$ cat config.mk
export PLATFORM = sky130hd
export DESIGN_NAME = cmpflag_unit
export DESIGN_NICKNAME = d
export VERILOG_FILES = /design/src/rtl/cmpflag_pkg.sv /design/src/rtl/cmpflag_decode.sv /design/src/rtl/cmpflag_regfile.sv /design/src/rtl/cmpflag_sub.sv /design/src/rtl/cmpflag_unit.sv
export SDC_FILE = /design/constraint.sdc
export NUM_CORES = 2
export LEC_CHECK = 0
export BUFFER_PORTS_ARGS = -buffer_cell sky130_fd_sc_hd__buf_2
export CAP_MARGIN = 20
export CORE_MARGIN = 2
export CORE_UTILIZATION = 40
export CTS_BUF_LIST = sky130_fd_sc_hd__clkbuf_4
export CTS_CLUSTER_SIZE = 10
export DETAILED_ROUTE_END_ITERATION = 12
export GPL_ROUTABILITY_DRIVEN = 0
export PLACE_DENSITY = 0.59
export SYNTH_ARGS = -nofsm -noshare
export SYNTH_HDL_FRONTEND = slang
export SYNTH_HIERARCHICAL = 1
export SYNTH_SLANG_ARGS = --single-unit
$ cat constraint.sdc
create_clock -name clk -period 11.55 [get_ports clk]
set_clock_uncertainty 0.15 [all_clocks]
set_input_delay 1.155 -clock clk [delete_from_list [all_inputs] [get_ports clk]]
set_output_delay 1.155 -clock clk [all_outputs]
set_load 0.01 [all_outputs]
$ cat src/rtl/cmpflag_pkg.sv
package cmpflag_pkg;

  localparam int INSTR_W   = 32;
  localparam int SRC_A_LSB = 16;
  localparam int SRC_B_LSB = 0;
  localparam int SUBOP_LSB = 5;
  localparam int SUBOP_W   = 3;
  localparam int STATUS_W  = 32;
  localparam int FLAG_W    = 4;

  localparam logic [SUBOP_W-1:0] SUBOP_CMP_NARROW = 3'd4;
  localparam logic [SUBOP_W-1:0] SUBOP_CMP_WIDE   = 3'd5;

  typedef enum logic [1:0] {
    MODE_NONE   = 2'd0,
    MODE_NARROW = 2'd1,
    MODE_WIDE   = 2'd2
  } cmp_mode_e;

  typedef struct packed {
    logic n;
    logic z;
    logic c;
    logic v;
  } nzcv_t;

  // Flags occupy the top nibble; everything below reads zero.
  function automatic logic [STATUS_W-1:0] pack_status(nzcv_t f);
    return {f, {(STATUS_W-FLAG_W){1'b0}}};
  endfunction

  // Mask of instruction bits that the decoder looks at.
  function automatic logic [INSTR_W-1:0] used_mask(int idx_w);
    logic [INSTR_W-1:0] m;
    m = '0;
    for (int i = 0; i < idx_w; i++) begin
      m[SRC_A_LSB + i] = 1'b1;
      m[SRC_B_LSB + i] = 1'b1;
    end
    for (int i = 0; i < SUBOP_W; i++) m[SUBOP_LSB + i] = 1'b1;
    return m;
  endfunction

endpackage

$ cat src/rtl/cmpflag_decode.sv
module cmpflag_decode
  import cmpflag_pkg::*;
#(
  parameter int IDX_W = 4
) (
  input  logic [INSTR_W-1:0] instr,
  output logic [IDX_W-1:0]   idx_a,
  output logic [IDX_W-1:0]   idx_b,
  output cmp_mode_e          mode
);

  localparam logic [INSTR_W-1:0] USED = used_mask(IDX_W);

  logic [SUBOP_W-1:0] subop;
  logic               unused_instr_bits;

  assign unused_instr_bits = ^(instr & ~USED);
  assign subop = instr[SUBOP_LSB +: SUBOP_W];

  always_comb begin
    idx_a = instr[SRC_A_LSB +: IDX_W];
    idx_b = instr[SRC_B_LSB +: IDX_W];
    case (subop)
      SUBOP_CMP_NARROW: mode = MODE_NARROW;
      SUBOP_CMP_WIDE:   mode = MODE_WIDE;
      default:          mode = MODE_NONE;
    endcase
  end

endmodule

$ cat src/rtl/cmpflag_regfile.sv
module cmpflag_regfile #(
  parameter int DATA_W   = 64,
  parameter int NUM_REGS = 16,
  parameter int IDX_W    = $clog2(NUM_REGS)
) (
  input  logic              clk,
  input  logic              rst_n,
  input  logic              wr_en,
  input  logic [IDX_W-1:0]  wr_idx,
  input  logic [DATA_W-1:0] wr_data,
  input  logic [IDX_W-1:0]  rd_a_idx,
  input  logic [IDX_W-1:0]  rd_b_idx,
  output logic [DATA_W-1:0] rd_a,
  output logic [DATA_W-1:0] rd_b
);

  logic [NUM_REGS-1:0][DATA_W-1:0] bank_q;

  always_ff @(posedge clk or negedge rst_n) begin
    if (!rst_n) begin
      bank_q <= '0;
    end else if (wr_en && (int'(wr_idx) < NUM_REGS)) begin
      bank_q[wr_idx] <= wr_data;
    end
  end

  // Reads are combinational from the stored state: a same-edge write is not seen.
  assign rd_a = (int'(rd_a_idx) < NUM_REGS) ? bank_q[rd_a_idx] : '0;
  assign rd_b = (int'(rd_b_idx) < NUM_REGS) ? bank_q[rd_b_idx] : '0;

endmodule

$ cat src/rtl/cmpflag_sub.sv
module cmpflag_sub
  import cmpflag_pkg::*;
#(
  parameter int W = 32
) (
  input  logic [W-1:0] opa,
  input  logic [W-1:0] opb,
  output nzcv_t        flags
);

  logic [W-1:0] diff;
  logic         sa, sb, sr;

  assign diff = opa - opb;
  assign sa   = opa[W-1];
  assign sb   = opb[W-1];
  assign sr   = diff[W-1];

  always_comb begin
    flags.n = sr;
    flags.z = (diff == '0);
    // Carry means no borrow occurred.
    flags.c = (sa & ~sb) | (sa & ~sr) | (~sb & ~sr);
    // Signed overflow: operand signs differ and the result sign follows b.
    flags.v = (sa & ~sb & ~sr) | (~sa & sb & sr);
  end

endmodule

$ cat src/rtl/cmpflag_unit.sv
module cmpflag_unit
  import cmpflag_pkg::*;
#(
  parameter int DATA_W   = 64,
  parameter int NUM_REGS = 16
) (
  input  logic                        clk,
  input  logic                        rst_n,
  input  logic                        cmd_valid,
  output logic                        cmd_ready,
  input  logic [INSTR_W-1:0]          cmd_instr,
  input  logic                        wr_en,
  input  logic [$clog2(NUM_REGS)-1:0] wr_idx,
  input  logic [DATA_W-1:0]           wr_data,
  output logic                        res_done,
  output logic                        res_illegal,
  output logic [STATUS_W-1:0]         res_status
);

  localparam int IDX_W  = $clog2(NUM_REGS);
  localparam int HALF_W = DATA_W / 2;

  logic [IDX_W-1:0]  idx_a, idx_b;
  cmp_mode_e         mode;
  logic [DATA_W-1:0] opa, opb;
  nzcv_t             flags_narrow, flags_wide, flags_sel;
  logic              ready_q, done_q, illegal_q;
  logic [STATUS_W-1:0] status_q;
  logic              accept;

  cmpflag_decode #(.IDX_W(IDX_W)) u_decode (
    .instr (cmd_instr),
    .idx_a (idx_a),
    .idx_b (idx_b),
    .mode  (mode)
  );

  cmpflag_regfile #(.DATA_W(DATA_W), .NUM_REGS(NUM_REGS), .IDX_W(IDX_W)) u_bank (
    .clk      (clk),
    .rst_n    (rst_n),
    .wr_en    (wr_en),
    .wr_idx   (wr_idx),
    .wr_data  (wr_data),
    .rd_a_idx (idx_a),
    .rd_b_idx (idx_b),
    .rd_a     (opa),
    .rd_b     (opb)
  );

  cmpflag_sub #(.W(HALF_W)) u_sub_narrow (
    .opa   (opa[HALF_W-1:0]),
    .opb   (opb[HALF_W-1:0]),
    .flags (flags_narrow)
  );

  cmpflag_sub #(.W(DATA_W)) u_sub_wide (
    .opa   (opa),
    .opb   (opb),
    .flags (flags_wide)
  );

  assign accept = cmd_valid & ready_q;

  always_comb begin
    case (mode)
      MODE_NARROW: flags_sel = flags_narrow;
      MODE_WIDE:   flags_sel = flags_wide;
      default:     flags_sel = '0;
    endcase
  end

  always_ff @(posedge clk or negedge rst_n) begin
    if (!rst_n) begin
      ready_q   <= 1'b0;
      done_q    <= 1'b0;
      illegal_q <= 1'b0;
      status_q  <= '0;
    end else begin
      ready_q   <= 1'b1;
      done_q    <= accept;
      illegal_q <= accept && (mode == MODE_NONE);
      if (accept) status_q <= pack_status(flags_sel);
    end
  end

  assign cmd_ready   = ready_q;
  assign res_done    = done_q;
  assign res_illegal = illegal_q;
  assign res_status  = status_q;

  AST_DONE_AFTER_ACCEPT: assert property (@(posedge clk) disable iff (!rst_n)
    accept |=> res_done);
  AST_NO_DONE_WITHOUT_ACCEPT: assert property (@(posedge clk) disable iff (!rst_n)
    !accept |=> !res_done);
  AST_STATUS_HOLDS: assert property (@(posedge clk) disable iff (!rst_n)
    !accept |=> $stable(res_status));
  AST_LOW_BITS_ZERO: assert property (@(posedge clk) disable iff (!rst_n)
    res_status[STATUS_W-FLAG_W-1:0] == '0);
  AST_ILLEGAL_ZERO_STATUS: assert property (@(posedge clk) disable iff (!rst_n)
    res_illegal |-> (res_done && res_status == '0));
  AST_EQUAL_NO_BORROW: assert property (@(posedge clk) disable iff (!rst_n)
    (res_done && res_status[STATUS_W-2]) |-> res_status[STATUS_W-3]);
  AST_ZERO_NOT_NEG: assert property (@(posedge clk) disable iff (!rst_n)
    res_status[STATUS_W-2] |-> !res_status[STATUS_W-1]);
  AST_READY_AFTER_RESET: assert property (@(posedge clk) disable iff (!rst_n)
    1'b1 |=> cmd_ready);

endmodule

# ---- Word-level counts from Yosys, hierarchy flattened
# Cells that the tools add are included.
# Widths: inputs -> output; s select.
dict set report totals {
  regBits 1031
  inputBits 104
  out_inout_bits 35
  elab_cells 69
}
dict set report op_classes {
  n_addsub 2
  n_lt_le_gt_ge 4
  n_eq_ne 4
  n_mux 9
  bitwise_logic 25
  n_reduce_logical 5
}
# operator n
set op_table {}
lappend op_table {{$bwmux 1024} 1}
lappend op_table {{$bmux 64 s4} 2}
lappend op_table {{$demux 64 s4} 1}
lappend op_table {{$mux 64} 3}
lappend op_table {{$logic_not 64->1} 1}
lappend op_table {{$sub 64x64->64} 1}
lappend op_table {{$logic_not 32->1} 1}
lappend op_table {{$sub 32x32->32} 1}
lappend op_table {{$lt 4x5->1 const B} 3}
lappend op_table {{$and 1x1->1} 13}
lappend op_table {{$pmux 4 s2} 1}
lappend op_table {{$eq 3x3->1 const B} 2}
lappend op_table {{$not 1->1} 6}
lappend op_table {{$or 1x1->1} 6}
lappend op_table {{$ge 4x1->1 const B} 1}
lappend op_table {{$pmux 2 s2} 1}
lappend op_table {{$eq 2x1->1 const B} 1}
lappend op_table {{$eq 2x2->1 const B} 1}
lappend op_table {{$logic_and 1x1->1} 2}
lappend op_table {{$logic_not 2->1} 1}

# ---- Depth between registers and ports, before layout
dict set report logic_depth {
  word_depth 8
  mapped_depth 34
}

# ---- Cells and area by module
# The synthesis kept the hierarchy.
# mod instances cells_per_inst area_per_inst_um2
set modules_own_cells {}
lappend modules_own_cells {cmpflag_regfile 1 3311 53204.8}
lappend modules_own_cells {{cmpflag_sub at u_sub_wide} 1 766 4830.9}
lappend modules_own_cells {{cmpflag_sub at u_sub_narrow} 1 291 2088.3}
lappend modules_own_cells {cmpflag_unit 1 54 528.0}
lappend modules_own_cells {cmpflag_decode 1 10 81.3}

# ---- Worst setup path after synthesis
# OpenSTA, ideal clock, no wires.
dict set report synth_path {
  path_kind {input to register}
  startpoint {in cmd_instr[16]}
  endpoint {reg status_q[30], in the netlist res_status[30]}
  setup_ps 78
  t_arrival_ps 7506
  path_slack_ps 3816
  path_stages 31
  cell_sequence {buf_4 > clkbuf_1 > clkbuf_1 > buf_2 > mux4_2 > a22oi_1 > nand2_1 > ha_1 > a21o_1 > a311oi_1 > nor2_1 > o31ai_2 > o31ai_4 > a21oi_1 > o21ai_1 > a21o_1 > a21oi_1 > o21ai_0 > fa_1 > and3b_1 > o2111a_1 > o221ai_1 > a211oi_2 > o2111ai_1 > or4_4 > a2111oi_4 > nand4_1 > nand4b_4 > nor4_2 > a22oi_1 > o2bb2ai_1}
}
# element line_no
set synth_rtl {}
lappend synth_rtl {{from (decl)} cmpflag_unit.sv:11} ;# input logic [INSTR_W-1:0] cmd_instr,
lappend synth_rtl {{to (signal assigned)} cmpflag_unit.sv:82} ;# if (accept) status_q <= pack_status(flags_sel);
lappend synth_rtl {{to (decl)} cmpflag_unit.sv:28} ;# logic [STATUS_W-1:0] status_q;

==> impl_metrics.tcl <==
set metrics [dict create \
    clk_pin_slew_ns 0.07 \
    yosys_warnings 6 \
    syn-cell-area_sq_mm 0.0607 \
    grt_usage_pct 22.9 \
    grt_pass1_wl_mm 271 \
    synthArstFlopShare_pct 100 \
    grt_max_degree 186 \
    rr_endpoint "res_status[30]" \
    vias 40860 \
    irDropWorstVdd_v 0.000121 \
    sw_frac_of_total_pct 34.3 \
    combPwrFrac_pct 35.6 \
    endpoint_kind "flop" \
    antenna_found_initial 27 \
    synth_top_family_by_area "multiplexers" \
    synth_cells 4432 \
    timing.rr.start "u_bank/bank_q[193]" \
    ys_seq_area_share_pct 42.5 \
    ctsResizeCount 0 \
    critPathMaxStageDelay_ns 0.63 \
    grt-ovfl-total 0 \
    ys_ff_latch 1031 \
    setup_viol 0 \
    vias_per_cell 6.06 \
    io_pins 139 \
    portBuffers 89 \
    syn2layout_area_growth_pct 9.32 \
    core-area_sq_mm 0.150 \
    cts_buffer_depth 4 \
    drv_slew 0 \
    synthAdderAreaFrac_pct 2.21 \
    clkSinkCount 1031 \
    synth_mux_area_share_pct 38.6 \
    hold_start "wr_data[1]" \
    power_frac_clock_pct 25.4 \
    p_seq_share_pct 39.0 \
    dieArea_sq_mm 0.155 \
    initial_core_util_pct 40.4 \
    drc_errors 0 \
    drtAntennaViolNets 0 \
    switching_power_mw 4.41 \
    slew_headroom_pct 30.7 \
    tritoncts "done" \
    postSynthAreaPerCell_sq_um 13.7 \
    hold_depth 2 \
    timing.final.hold_violations 0 \
    r2r_slack_ns 3.41 \
    ctsHoldBuffers 7 \
    hold_path_class "in -> reg" \
    synth-xor-area-share_pct 0.649 \
    layout-drive-gt1-share_pct 45.5 \
    cts-htree-levels 5 \
    required_ns 12.56 \
    row_count 142 \
    final_area_sq_mm 0.0664 \
    yosys.area_share.simple_pct 4.34 \
    cap_violations 0 \
    final_cell_mix "1031 x dfrtp_1, 868 x mux2_2, 512 x mux4_2, 420 x clkbuf_4, 261 x a22oi_1" \
    die_h_um 394 \
    dpl_cell_area_sq_mm 0.0628 \
    cts_buffers 302 \
    cts-root-buf "clkbuf_4" \
    cp_data_arrival_time_ns 9.39 \
    layout.nets 4757 \
    drtIter0Drc 3044 \
    p_leak_nw 28.0 \
    cp_num_buf_inv 3 \
    dp_hpwl_mm 106 \
    insertion_delay_ns 1.35 \
    place_inst 6252 \
    rsz0062_at_grt "no" \
    p_int_mw 8.46 \
    fin_crit_ns 8.38 \
    r2r_cells 27 \
    synth_ff_type "dfrtp_1" \
    final.setup.tns_ns 0 \
    grt_pass1_vias 42148 \
    path_class "in -> reg" \
    period_share_pct 72.6 \
    worst_slack_ns 3.17 \
    final_common_cell "dfrtp_1" \
    filler_cell_count 13903 \
    postRouteWirelength_mm 177 \
    synth_edf_count 0 \
    power_mw 12.9 \
    firstDrtPassIters 6 \
    pre_cts_ws_ns 1.95 \
    fin_cells 6745 \
    slowest_stage "fa_1" \
    tightest_slew_ns 1.04 \
    path_max_fanout 51 \
    crit_family "compound AO/OA/AOI/OAI gates" \
    synth_cell_types 106 \
    max_freq_ghz 0.119 \
    powerDensity_mw_per_mm2 194 \
    status "completed" \
    postCtsSetupRepairBufs 0 \
    min_to "u_bank/bank_q[129]" \
    start_kind "input pin" \
    wl_per_cell_um 26.3 \
    synth-compound-area-share_pct 7.36 \
    die_w_um 394 \
]
==> power by group through the flow <==
stage,combinational (mW),clock (mW),sequential (mW)
floorplan,3.52,0,4.89
global placement,4.48,0,5.02
detailed placement,4.53,0,5.07
CTS,4.55,3.38,5.01
global route,4.96,3.58,5.15
finish,4.58,3.27,5.02
==> Yosys cell counts, drive strengths merged, types with 5 or more instances <==
master	number	area (sq um)
dfrtp	1031	25800
mux2	1030	11800
mux4	512	11500
a22oi	261	1960
nand2	239	900
buf	230	1430
clkbuf	185	694
inv	129	484
a21oi	115	613
ha	101	1260
nor2	81	319
o21ai	77	385
nor3	34	230
nand3	33	170
nand4	30	188
xor2	27	236
a21o	22	165
xnor2	18	158
o21a	17	128
nor2b	16	108
nand2b	15	98.9
nor4	15	128
a31oi	14	103
a211oi	13	118
o31ai	13	130
nand3b	12	90.1
mux2i	11	110
o2111ai	10	93.8
and3	9	58.8
o211ai	9	72.6
o21bai	9	67.6
a2111oi	8	95.1
and2	8	50.1
o22ai	6	37.5
a211o	5	43.8
a21boi	5	41.3
a31o	5	43.8
and4	5	43.8
o221ai	5	43.8
o2bb2ai	5	43.8
or3	5	31.3
==> layer usage <==
layer  global-route usage, %  part of all wire (%)
met1                    32.2                    45
met2                    35.4                    46
met3                    4.70                   6.2
met4                    7.70                   2.6
met5                       0                  0.10
==> kinds of logic after synthesis <==
| group | Yosys count |
|---|---|
| adders and majority gates | 105 |
| and+or+nand+nor | 526 |
| xor gates and xnor gates | 45 |
| muxes | 1553 |
| AOI/OAI and AO/OA | 626 |
| DFF | 1031 |
| buffers and inverters | 544 |
| other | 2 |
==> metrics by stage <==
stage	hold WS (ns)	utilization (%)
after detailed placement	0.323	41.8
final	0.138	44.2
after floorplan	0.320	-
after global placement	0.327	41.8
after CTS	0.00528	44.1
after global routing	0.0294	44.2
==> state kept, by name, indices dropped and copies added, names as in the netlist <==
name,cells
u_bank/bank_q,1024
cmd_ready,1
res_illegal,1
res_status,4
res_done,1
==> how the worst max path moves through the flow <==
stage	start	endpoint	cells after the start
2_1_floorplan	cmd_instr[16]	res_status[30]	31
3_5_place_dp	cmd_instr[16]	res_status[30]	30
5_1_grt	cmd_instr[0]	res_status[30]	30
6_report	cmd_instr[0]	res_status[30]	30
3_3_place_gp	cmd_instr[16]	res_status[30]	30
4_1_cts	cmd_instr[0]	res_status[30]	30
==> area by class of cell <==
cell class              instances  area, sq um  share of cell area [%]
multi-input cells            2884        32500                    49.0
flip-flops and latches       1031        25800                    38.9
well taps                    2016         2520                    3.80
repair buffers                200         1590                    2.40
diodes                         13         32.5                  0.0490
clock buffers                 420         3150                    4.75
inverters                     129          484                   0.729
clock inverters                52          280                   0.422
Power figures use the tool's default switching activity.
